### config.mk
export PLATFORM = sky130hd
export DESIGN_NAME = rng_periph
export DESIGN_NICKNAME = d
export VERILOG_FILES = /design/src/rtl/rng_pkg.sv /design/src/rtl/rng_lfsr.sv /design/src/rtl/rng_timer.sv /design/src/rtl/rng_sampler.sv /design/src/rtl/rng_periph.sv
export SDC_FILE = /design/constraint.sdc
export NUM_CORES = 1
export LEC_CHECK = 0
export ABC_CLOCK_PERIOD_IN_PS = 3200
export BUFFER_PORTS_ARGS = -buffer_cell sky130_fd_sc_hd__buf_2
export CORE_UTILIZATION = 51
export CTS_CLUSTER_SIZE = 12
export DETAILED_ROUTE_END_ITERATION = 10
export PLACE_DENSITY = 0.8
export SLEW_MARGIN = 10
export SYNTH_ARGS = -nofsm -noshare
export SYNTH_HDL_FRONTEND = slang
export SYNTH_HIERARCHICAL = 1
export SYNTH_SLANG_ARGS = --single-unit
### constraint.sdc
create_clock -name clk -period 3.2 [get_ports clk]
set_input_delay 0.16 -clock clk [delete_from_list [all_inputs] [get_ports clk]]
set_output_delay 0.16 -clock clk [all_outputs]
set_load 0.05 [all_outputs]
### src/rtl/rng_pkg.sv
package rng_pkg;
  localparam logic [11:0] OFF_GO     = 12'h000;
  localparam logic [11:0] OFF_HALT   = 12'h004;
  localparam logic [11:0] OFF_FLAG   = 12'h100;
  localparam logic [11:0] OFF_AUTO   = 12'h200;
  localparam logic [11:0] OFF_IEN    = 12'h300;
  localparam logic [11:0] OFF_IEN_S  = 12'h304;
  localparam logic [11:0] OFF_IEN_C  = 12'h308;
  localparam logic [11:0] OFF_MODE   = 12'h504;
  localparam logic [11:0] OFF_DATA   = 12'h508;
  localparam int          BYTE_W     = 8;
endpackage

### src/rtl/rng_lfsr.sv
module rng_lfsr #(
  parameter int          W    = 16,
  parameter logic [15:0] TAPS = 16'hB400,
  parameter logic [15:0] SEED = 16'hACE1
) (
  input  logic         clk,
  input  logic         rst,
  output logic [W-1:0] state
);
  always_ff @(posedge clk) begin
    if (rst) state <= SEED[W-1:0];
    else if (state[0]) state <= (state >> 1) ^ TAPS[W-1:0];
    else state <= state >> 1;
  end
endmodule

### src/rtl/rng_timer.sv
module rng_timer #(
  parameter int RAW_CYCLES  = 64,
  parameter int FILT_CYCLES = 512
) (
  input  logic clk,
  input  logic rst,
  input  logic active,
  input  logic load,
  input  logic slow,
  output logic expire
);
  localparam int MAXP = (FILT_CYCLES > RAW_CYCLES) ? FILT_CYCLES : RAW_CYCLES;
  localparam int CW   = $clog2(MAXP + 1);
  localparam logic [CW-1:0] RAW_RL  = CW'(RAW_CYCLES - 1);
  localparam logic [CW-1:0] FILT_RL = CW'(FILT_CYCLES - 1);

  logic [CW-1:0] cnt;
  logic [CW-1:0] reload;

  assign reload = slow ? FILT_RL : RAW_RL;
  assign expire = active && (cnt == '0);

  always_ff @(posedge clk) begin
    if (rst) cnt <= '0;
    else if (load) cnt <= reload;
    else if (active) begin
      if (cnt == '0) cnt <= reload;
      else cnt <= cnt - 1'b1;
    end
  end

  assert_cnt_range_R7: assert property (@(posedge clk) disable iff (rst)
    cnt <= FILT_RL || cnt <= RAW_RL);
endmodule

### src/rtl/rng_sampler.sv
module rng_sampler #(
  parameter int BW = 8
) (
  input  logic          clk,
  input  logic          rst,
  input  logic [BW-1:0] raw_bits,
  input  logic          filt,
  output logic [BW-1:0] sample
);
  logic          phase;
  logic          first;
  logic [BW-1:0] acc;

  always_ff @(posedge clk) begin
    if (rst) begin
      phase <= 1'b0;
      first <= 1'b0;
      acc   <= '0;
    end else begin
      phase <= ~phase;
      if (!phase) first <= raw_bits[0];
      else if (first != raw_bits[0]) acc <= {acc[BW-2:0], first};
    end
  end

  assign sample = filt ? acc : raw_bits;
endmodule

### src/rtl/rng_periph.sv
module rng_periph #(
  parameter int RAW_CYCLES  = 64,
  parameter int FILT_CYCLES = 512
) (
  input  logic        clk,
  input  logic        rst,
  input  logic        wr_en,
  input  logic        rd_en,
  input  logic [11:0] addr,
  input  logic [31:0] wdata,
  output logic [31:0] rdata,
  input  logic        start_i,
  input  logic        stop_i,
  output logic        ready_o,
  output logic        irq_o
);
  import rng_pkg::*;

  logic              running, flag_q, ien_q, auto_q, mode_q;
  logic              flag_d, ien_d;
  logic [BYTE_W-1:0] value_q, sample;
  logic [15:0]       lfsr;
  logic              go_req, halt_req, expire, fire;

  assign go_req   = start_i || (wr_en && addr == OFF_GO);
  assign halt_req = stop_i  || (wr_en && addr == OFF_HALT);
  assign fire     = expire && !halt_req;

  rng_lfsr u_lfsr (.clk(clk), .rst(rst), .state(lfsr));

  rng_timer #(.RAW_CYCLES(RAW_CYCLES), .FILT_CYCLES(FILT_CYCLES)) u_timer (
    .clk(clk), .rst(rst), .active(running), .load(go_req && !halt_req),
    .slow(mode_q), .expire(expire));

  rng_sampler #(.BW(BYTE_W)) u_samp (
    .clk(clk), .rst(rst), .raw_bits(lfsr[BYTE_W-1:0]), .filt(mode_q),
    .sample(sample));

  always_comb begin
    flag_d = flag_q;
    if (fire) flag_d = 1'b1;
    else if (wr_en && addr == OFF_FLAG && !wdata[0]) flag_d = 1'b0;
    ien_d = ien_q;
    if (wr_en) begin
      case (addr)
        OFF_IEN:   ien_d = wdata[0];
        OFF_IEN_S: if (wdata[0]) ien_d = 1'b1;
        OFF_IEN_C: if (wdata[0]) ien_d = 1'b0;
        default:   ien_d = ien_q;
      endcase
    end
  end

  always_ff @(posedge clk) begin
    if (rst) begin
      running <= 1'b0;
      flag_q  <= 1'b0;
      ien_q   <= 1'b0;
      auto_q  <= 1'b0;
      mode_q  <= 1'b0;
      value_q <= '0;
      ready_o <= 1'b0;
      irq_o   <= 1'b0;
    end else begin
      if (halt_req) running <= 1'b0;
      else if (go_req) running <= 1'b1;
      else if (fire && auto_q) running <= 1'b0;
      if (fire) value_q <= sample;
      if (wr_en && addr == OFF_AUTO) auto_q <= wdata[0];
      if (wr_en && addr == OFF_MODE) mode_q <= wdata[0];
      flag_q  <= flag_d;
      ien_q   <= ien_d;
      ready_o <= fire;
      irq_o   <= flag_d && ien_d;
    end
  end

  always_ff @(posedge clk) begin
    if (rst) rdata <= '0;
    else if (rd_en) begin
      case (addr)
        OFF_FLAG:                     rdata <= {31'd0, flag_q};
        OFF_AUTO:                     rdata <= {31'd0, auto_q};
        OFF_IEN, OFF_IEN_S, OFF_IEN_C: rdata <= {31'd0, ien_q};
        OFF_MODE:                     rdata <= {31'd0, mode_q};
        OFF_DATA:                     rdata <= {{(32-BYTE_W){1'b0}}, value_q};
        default:                      rdata <= '0;
      endcase
    end
  end

  assert_pulse_sets_flag_R3: assert property (@(posedge clk) disable iff (rst)
    ready_o |-> flag_q);
  assert_pulse_single_R3: assert property (@(posedge clk) disable iff (rst)
    ready_o |=> !ready_o);
  assert_irq_needs_flag_R6: assert property (@(posedge clk) disable iff (rst)
    irq_o |-> (flag_q && ien_q));
  assert_halt_wins_R9: assert property (@(posedge clk) disable iff (rst)
    halt_req |=> !running);
  assert_auto_stop_R4: assert property (@(posedge clk) disable iff (rst)
    (fire && auto_q && !go_req) |=> !running);
  assert_idle_quiet_R2: assert property (@(posedge clk) disable iff (rst)
    !running |=> !ready_o);
endmodule

== Yosys cells after proc, flatten, opt, wreduce, memory -nomap -nowiden ==
Cells that the tools add are included.

* Logic and storage cells: 63
* Output and inout port bits: 34
* Bits in registers: 83
* Bits of input ports: 50

* Add/subtract/negate cells: 1
* Equality and inequality tests: 9
* Bitwise operators: 2
* Mux-type cells: 15
* Reduce and logical (&&, ||, !) cells: 22

{| class="wikitable"
|+ Operator list
! kind !! number
|-
| == test 12 x 10 -> 1 bit, second input constant || 4
|-
| one-hot mux 8 bit (5 select lines) || 1
|-
| 2-to-1 mux 10 bit || 3
|-
| == test 12 x 11 -> 1 bit, second input constant || 2
|-
| 2-to-1 mux 16 bit || 1
|-
| == test 12 x 3 -> 1 bit, second input constant || 1
|-
| == test 12 x 9 -> 1 bit, second input constant || 1
|-
| logical NOT 12 bit || 1
|-
| logical AND 1 bit || 11
|-
| logical NOT 10 bit || 1
|-
| subtractor 10 x 1 -> 10 bit, second input constant || 1
|-
| 2-to-1 mux 9 bit || 1
|-
| 2-to-1 mux 8 bit || 1
|-
| 2-to-1 mux 1 bit || 7
|-
| NOT 3 -> 4 bit || 1
|-
| nonzero test 2 bit || 2
|-
| one-hot mux 1 bit (3 select lines) || 1
|-
| OR reduction 3 bit || 1
|-
| logical NOT 1 bit || 2
|-
| logical OR 1 bit || 2
|-
| AND reduction 2 bit || 1
|-
| OR reduction 2 bit || 1
|-
| != test 1 bit || 1
|-
| NOT 1 bit || 1
|}

== Longest topological paths before layout ==
* Word-level depth: 8
* Mapped depth: 10
* Gate-level depth less buffers: 8

== Modules after synthesis ==
Netlist, hierarchy kept.

{| class="wikitable"
|+ By module, submodules not included
! module !! seq. area each (µm²) !! cells each !! instances !! area each (µm²)
|-
| rng_periph || 460.4 || 144 || 1 || 1,275.0
|-
| rng_timer || 200.2 || 64 || 1 || 564.3
|-
| rng_sampler || 200.2 || 46 || 1 || 504.2
|-
| rng_lfsr || 320.3 || 36 || 1 || 462.9
|}

== Least setup slack after synthesis ==
OpenSTA, ideal clock, no wires.

* Path kind: input to register
* Start: in addr[5]
* End: reg u_timer.cnt[7]
* Data required time: 3.066 ns
* Path buffers: 2
* Slack: 0.766 ns
* Cell stages on the path: 10
* Setup time: 0.134 ns
* Arrival: 2.301 ns
* Cell sequence: or4_4 or3_1 buf_2 o31ai_1 nor2_1 or2_2 buf_2 nand4_1 xor2_1 a21oi_1

* Longest elaborated chain between the ends: 6
* Elaborated cells between the ends (all ways): 10
* Classes of those cells: eq/ne: 1; mux: 1; reduce/logical: 8

{| class="wikitable"
|+ RTL lines
! item !! line !! source
|-
| start: declaration || rng_periph.sv:9 || <nowiki>input logic [11:0] addr,</nowiki>
|-
| == test 12 x 3 -> 1 bit || rng_periph.sv:26 || <nowiki>assign halt_req = stop_i || (wr_en && addr == OFF_HALT);</nowiki>
|-
| logical AND 1 bit || rng_periph.sv:26 ||
|-
| logical OR 1 bit || rng_periph.sv:26 ||
|-
| logical NOT 1 bit || rng_periph.sv:32 || <nowiki>.clk(clk), .rst(rst), .active(running), .load(go_req && !halt_req),</nowiki>
|-
| logical AND 1 bit (*) || rng_periph.sv:32 ||
|-
| 2-to-1 mux 10 bit or nonzero test 2 bit (tied branches) || n/a ||
|-
| end signal: assignment || rng_timer.sv:25 || <nowiki>else if (load) cnt <= reload;</nowiki>
|-
| end signal: assignment || rng_timer.sv:27 || <nowiki>if (cnt == '0) cnt <= reload;</nowiki>
|-
| end signal: assignment || rng_timer.sv:28 || <nowiki>else cnt <= cnt - 1'b1;</nowiki>
|-
| end: declaration || rng_timer.sv:17 || <nowiki>logic [CW-1:0] cnt;</nowiki>
|}

Every way passes the cells marked *; elsewhere a longest branch is shown, timed or not.
A chain may end at the register's enable or synchronous reset.

== Worst setup path after layout ==
* Start: in addr[5]
* End: reg u_timer.cnt[3]

Same word-level chain as after synthesis.

==> results.yml <==
status:
  run_status: "completed"
synth:
  synth-seq-cells: 59
  synth_fa_ha_area_frac: 0.00446
  synth-edff-count: 0
  synth.area.top_cells: "dfxtp_1, buf_4, mux2i_1"
  yosys.area.top_type: "dfxtp_1"
  yosysSeqAreaShare: 0.421
  synth_top_family_by_area: "simple AND/OR/NAND/NOR gates"
  synth_compound_area_frac: 0.114
  yosysWarnings: 6
  synth_xor_area_frac: 0.0343
  syn-mean-instance-area_um2: 9.68
  synth_flop_cell: "dfxtp_1"
  synthSimpleGateAreaFrac: 0.235
  synth_mux_area_frac: 0.0856
  synthCells: 290
  synth_top_area_share: 0.421
  synth_async_sr_flop_share: 0
  ys_types: 59
  synthesis.area_um2: 2810
hold_path:
  hp-class: "input port to flop"
clock_tree:
  h-tree-depth: 3
  clock_sinks: 59
  cts_hold_buf: 0
  cts_setup_buffers: 0
  cts_made_buffers: 9
  cts_resized: 0
  clk_path_buf_depth: 2
  clockRootBuffer: "clkbuf_8"
  clkSlewWorstSetupHoldPaths_ns: 0.06
  clock_latency_ns: 0.33
  cts_tree: "done"
pwr:
  pwr-share-seq: 0.473
  leakage_nw: 1.21
  switchingPower_mw: 0.446
  ir_drop_v: 0.000468
  p_int_mw: 1.23
  power_frac_clock: 0.405
  combPwrFrac: 0.122
  netSwitchingFraction: 0.266
  powerDensity_nw_per_um2: 544
grt:
  grt_overflow: 0
  grt_max_degree: 69
  grt_pass1_wl_um: 8560
  grt_pass1_vias: 1917
  grt_usage: 0.184
  grt_antenna_before_repair: 0
worst_setup_path:
  start_kind: "input port"
  required_ns: 3.37
  cp-end-kind: "flop"
  slowest_delay_ns: 0.54
  cp_cell_sequence: "buf_2, or4_4, or3_1, o31ai_1, nor2_1, or2_2, nand3b_1, xor2_1, a21oi_1"
  slowest_stage: "or4_4"
  crit_fanout: 7
  cp.arrival_ns: 2.51
  path_class: "input port to flop"
die:
  rows: 26
  dieWidth_um: 76.2
  die_area_um2: 5800
  start_util: 0.539
  boundaryPins: 84
  core_um2: 5200
  die_h_um: 76.2
sta:
  finalSetupViolations: 0
  maxSlewViolCount: 0
  fin_crit_ns: 2.34
  fin_crit_sh: 0.732
  relSlewSlack: 0.349
  hold_violations: 0
  fin_skew_ns: 0.00629
  worst_pin_slew_ns: 0.977
  finalSetupTns_ns: 0
  rsz0062_at_grt: "no"
  fmax_mhz: 427
finish:
  drive_gt1_frac: 0.209
  nFillCells: 455
  fin_area_um2: 3070
  final_cell_mix: "dfxtp_1, buf_2, conb_1"
  multi_input_area_um2: 1420
  seq_area_um2: 1180
  mostFrequentLayoutCell: "dfxtp_1"
  nNetsFinal: 368
  area_growth_pct: 9.54
  antenna_cells: 0
detailed_routing:
  final_antenna_net_count: 0
  drt-initial-drc-count: 70
  vias: 2013
  first_pass_iters: 4
  viasPerCell: 5.15
  post_drt_wl_per_cell_um: 12.7
  wirelength_um: 4950
  drc_errors: 0
place:
  port_buffers: 28
  detailed_place_hpwl_um: 3330
  place_area_um2: 2870
  gp_congestion: 0.779
flow_run:
  maxCapViolCount: 0
[layout make-up]
| cell class | instances | area share |
|---|---|---|
| clock buffer | 11 | 0.0492 |
| clock inverter | 4 | 0.0163 |
| inverter | 10 | 0.0122 |
| multi-input combinational | 208 | 0.462 |
| sequential | 59 | 0.384 |
| tap | 70 | 0.0285 |
| timing repair buffer | 29 | 0.0480 |
[stage by stage]
step                      instances   util  total power, mW  setup WS [ns]  hold WS [ns]
after global routing            391  0.591             1.75          0.754        0.0304
after detailed placement        376  0.552             1.01          0.538         0.389
after global placement          376  0.552             1.00          0.568         0.383
final                           391  0.591             1.67          0.859        0.0481
after floorplan                 313      -            0.999          0.766         0.277
after CTS                       391  0.591             1.69          0.888        0.0303
[logic make-up after synthesis]
kind of cell / after synthesis
AND/OR/NAND/NOR: 105
flip-flops: 59
buffers and inverters: 46
AO/OA/AOI/OAI: 44
multiplexers: 23
XOR/XNOR: 11
adder cells (fa/ha/maj): 1
other: 1
[power groups by stage]
stage	registers, mW	clock network (mW)	logic (mW)
after floorplan	0.803	0	0.196
after global placement	0.806	0	0.198
after detailed placement	0.808	0	0.202
after CTS	0.792	0.696	0.203
after global routing	0.796	0.731	0.221
final	0.792	0.678	0.204
[metal layers]
layer  up-vias  share of wire  GRT usage
met5         -              0          0
met2        38           0.48      0.306
li1       1019              -          -
met3         4          0.043     0.0731
met4         0         0.0073     0.0462
met1       952           0.47      0.220
[flip-flops by register name (all words and copies together) (netlist names)]
name / cells
u_timer/cnt: 10
ien_q: 1
mode_q: 1
irq_o: 1
u_samp/phase: 1
u_samp/acc: 8
u_samp/first: 1
auto_q: 1
ready_o: 1
value_q: 8
running: 1
rdata: 8
u_lfsr/state: 16
flag_q: 1
[cell usage after synthesis (2+ instances only)]
| library cell | number |
|---|---|
| nor4_1 | 2 |
| dfxtp_1 | 59 |
| or2_2 | 2 |
| a32oi_1 | 7 |
| nor2b_1 | 2 |
| xor2_1 | 7 |
| inv_1 | 9 |
| buf_6 | 3 |
| clkbuf_1 | 4 |
| mux2i_1 | 15 |
| or2b_2 | 4 |
| nor3_1 | 3 |
| nand3b_1 | 4 |
| a21oi_1 | 15 |
| nand2b_1 | 22 |
| mux2_2 | 8 |
| or2b_1 | 2 |
| xnor2_1 | 4 |
| or2_1 | 6 |
| o41ai_1 | 2 |
| nand2_1 | 11 |
| a31oi_1 | 2 |
| nor2_1 | 20 |
| o21ai_0 | 4 |
| buf_2 | 3 |
| or4_1 | 3 |
| and2b_1 | 6 |
| nand4_1 | 4 |
| buf_4 | 25 |
| o31ai_1 | 2 |
| nor3_2 | 2 |
[worst paths after layout]
check / startpoint / end / slack [ns] / cells past startpoint
worst min register to register: u_lfsr/state[12]$_SDFF_PP0_ / u_lfsr/state[11]$_SDFF_PP1_ / 0.42 / 1
worst max register to register: u_timer/cnt[0]$_SDFFE_PP0P_ / value_q[6]$_SDFFE_PP0P_ / 0.96 / 7
worst min-delay path: rd_en / rdata[0]$_SDFFE_PP0P_ / 0.05 / 2
worst max-delay path: addr[5] / u_timer/cnt[3]$_SDFFE_PP0P_ / 0.86 / 9
[worst max-delay path: cells and delay by family]
| family | cells | cell delay, ns |
|---|---|---|
| and+or+nand+nor | 5 | 1.67 |
| buffers and inverters | 1 | 0.09 |
| AOI/OAI and AO/OA | 2 | 0.42 |
| xor gates and xnor gates | 1 | 0.17 |
(Power assumes the default switching activity.)
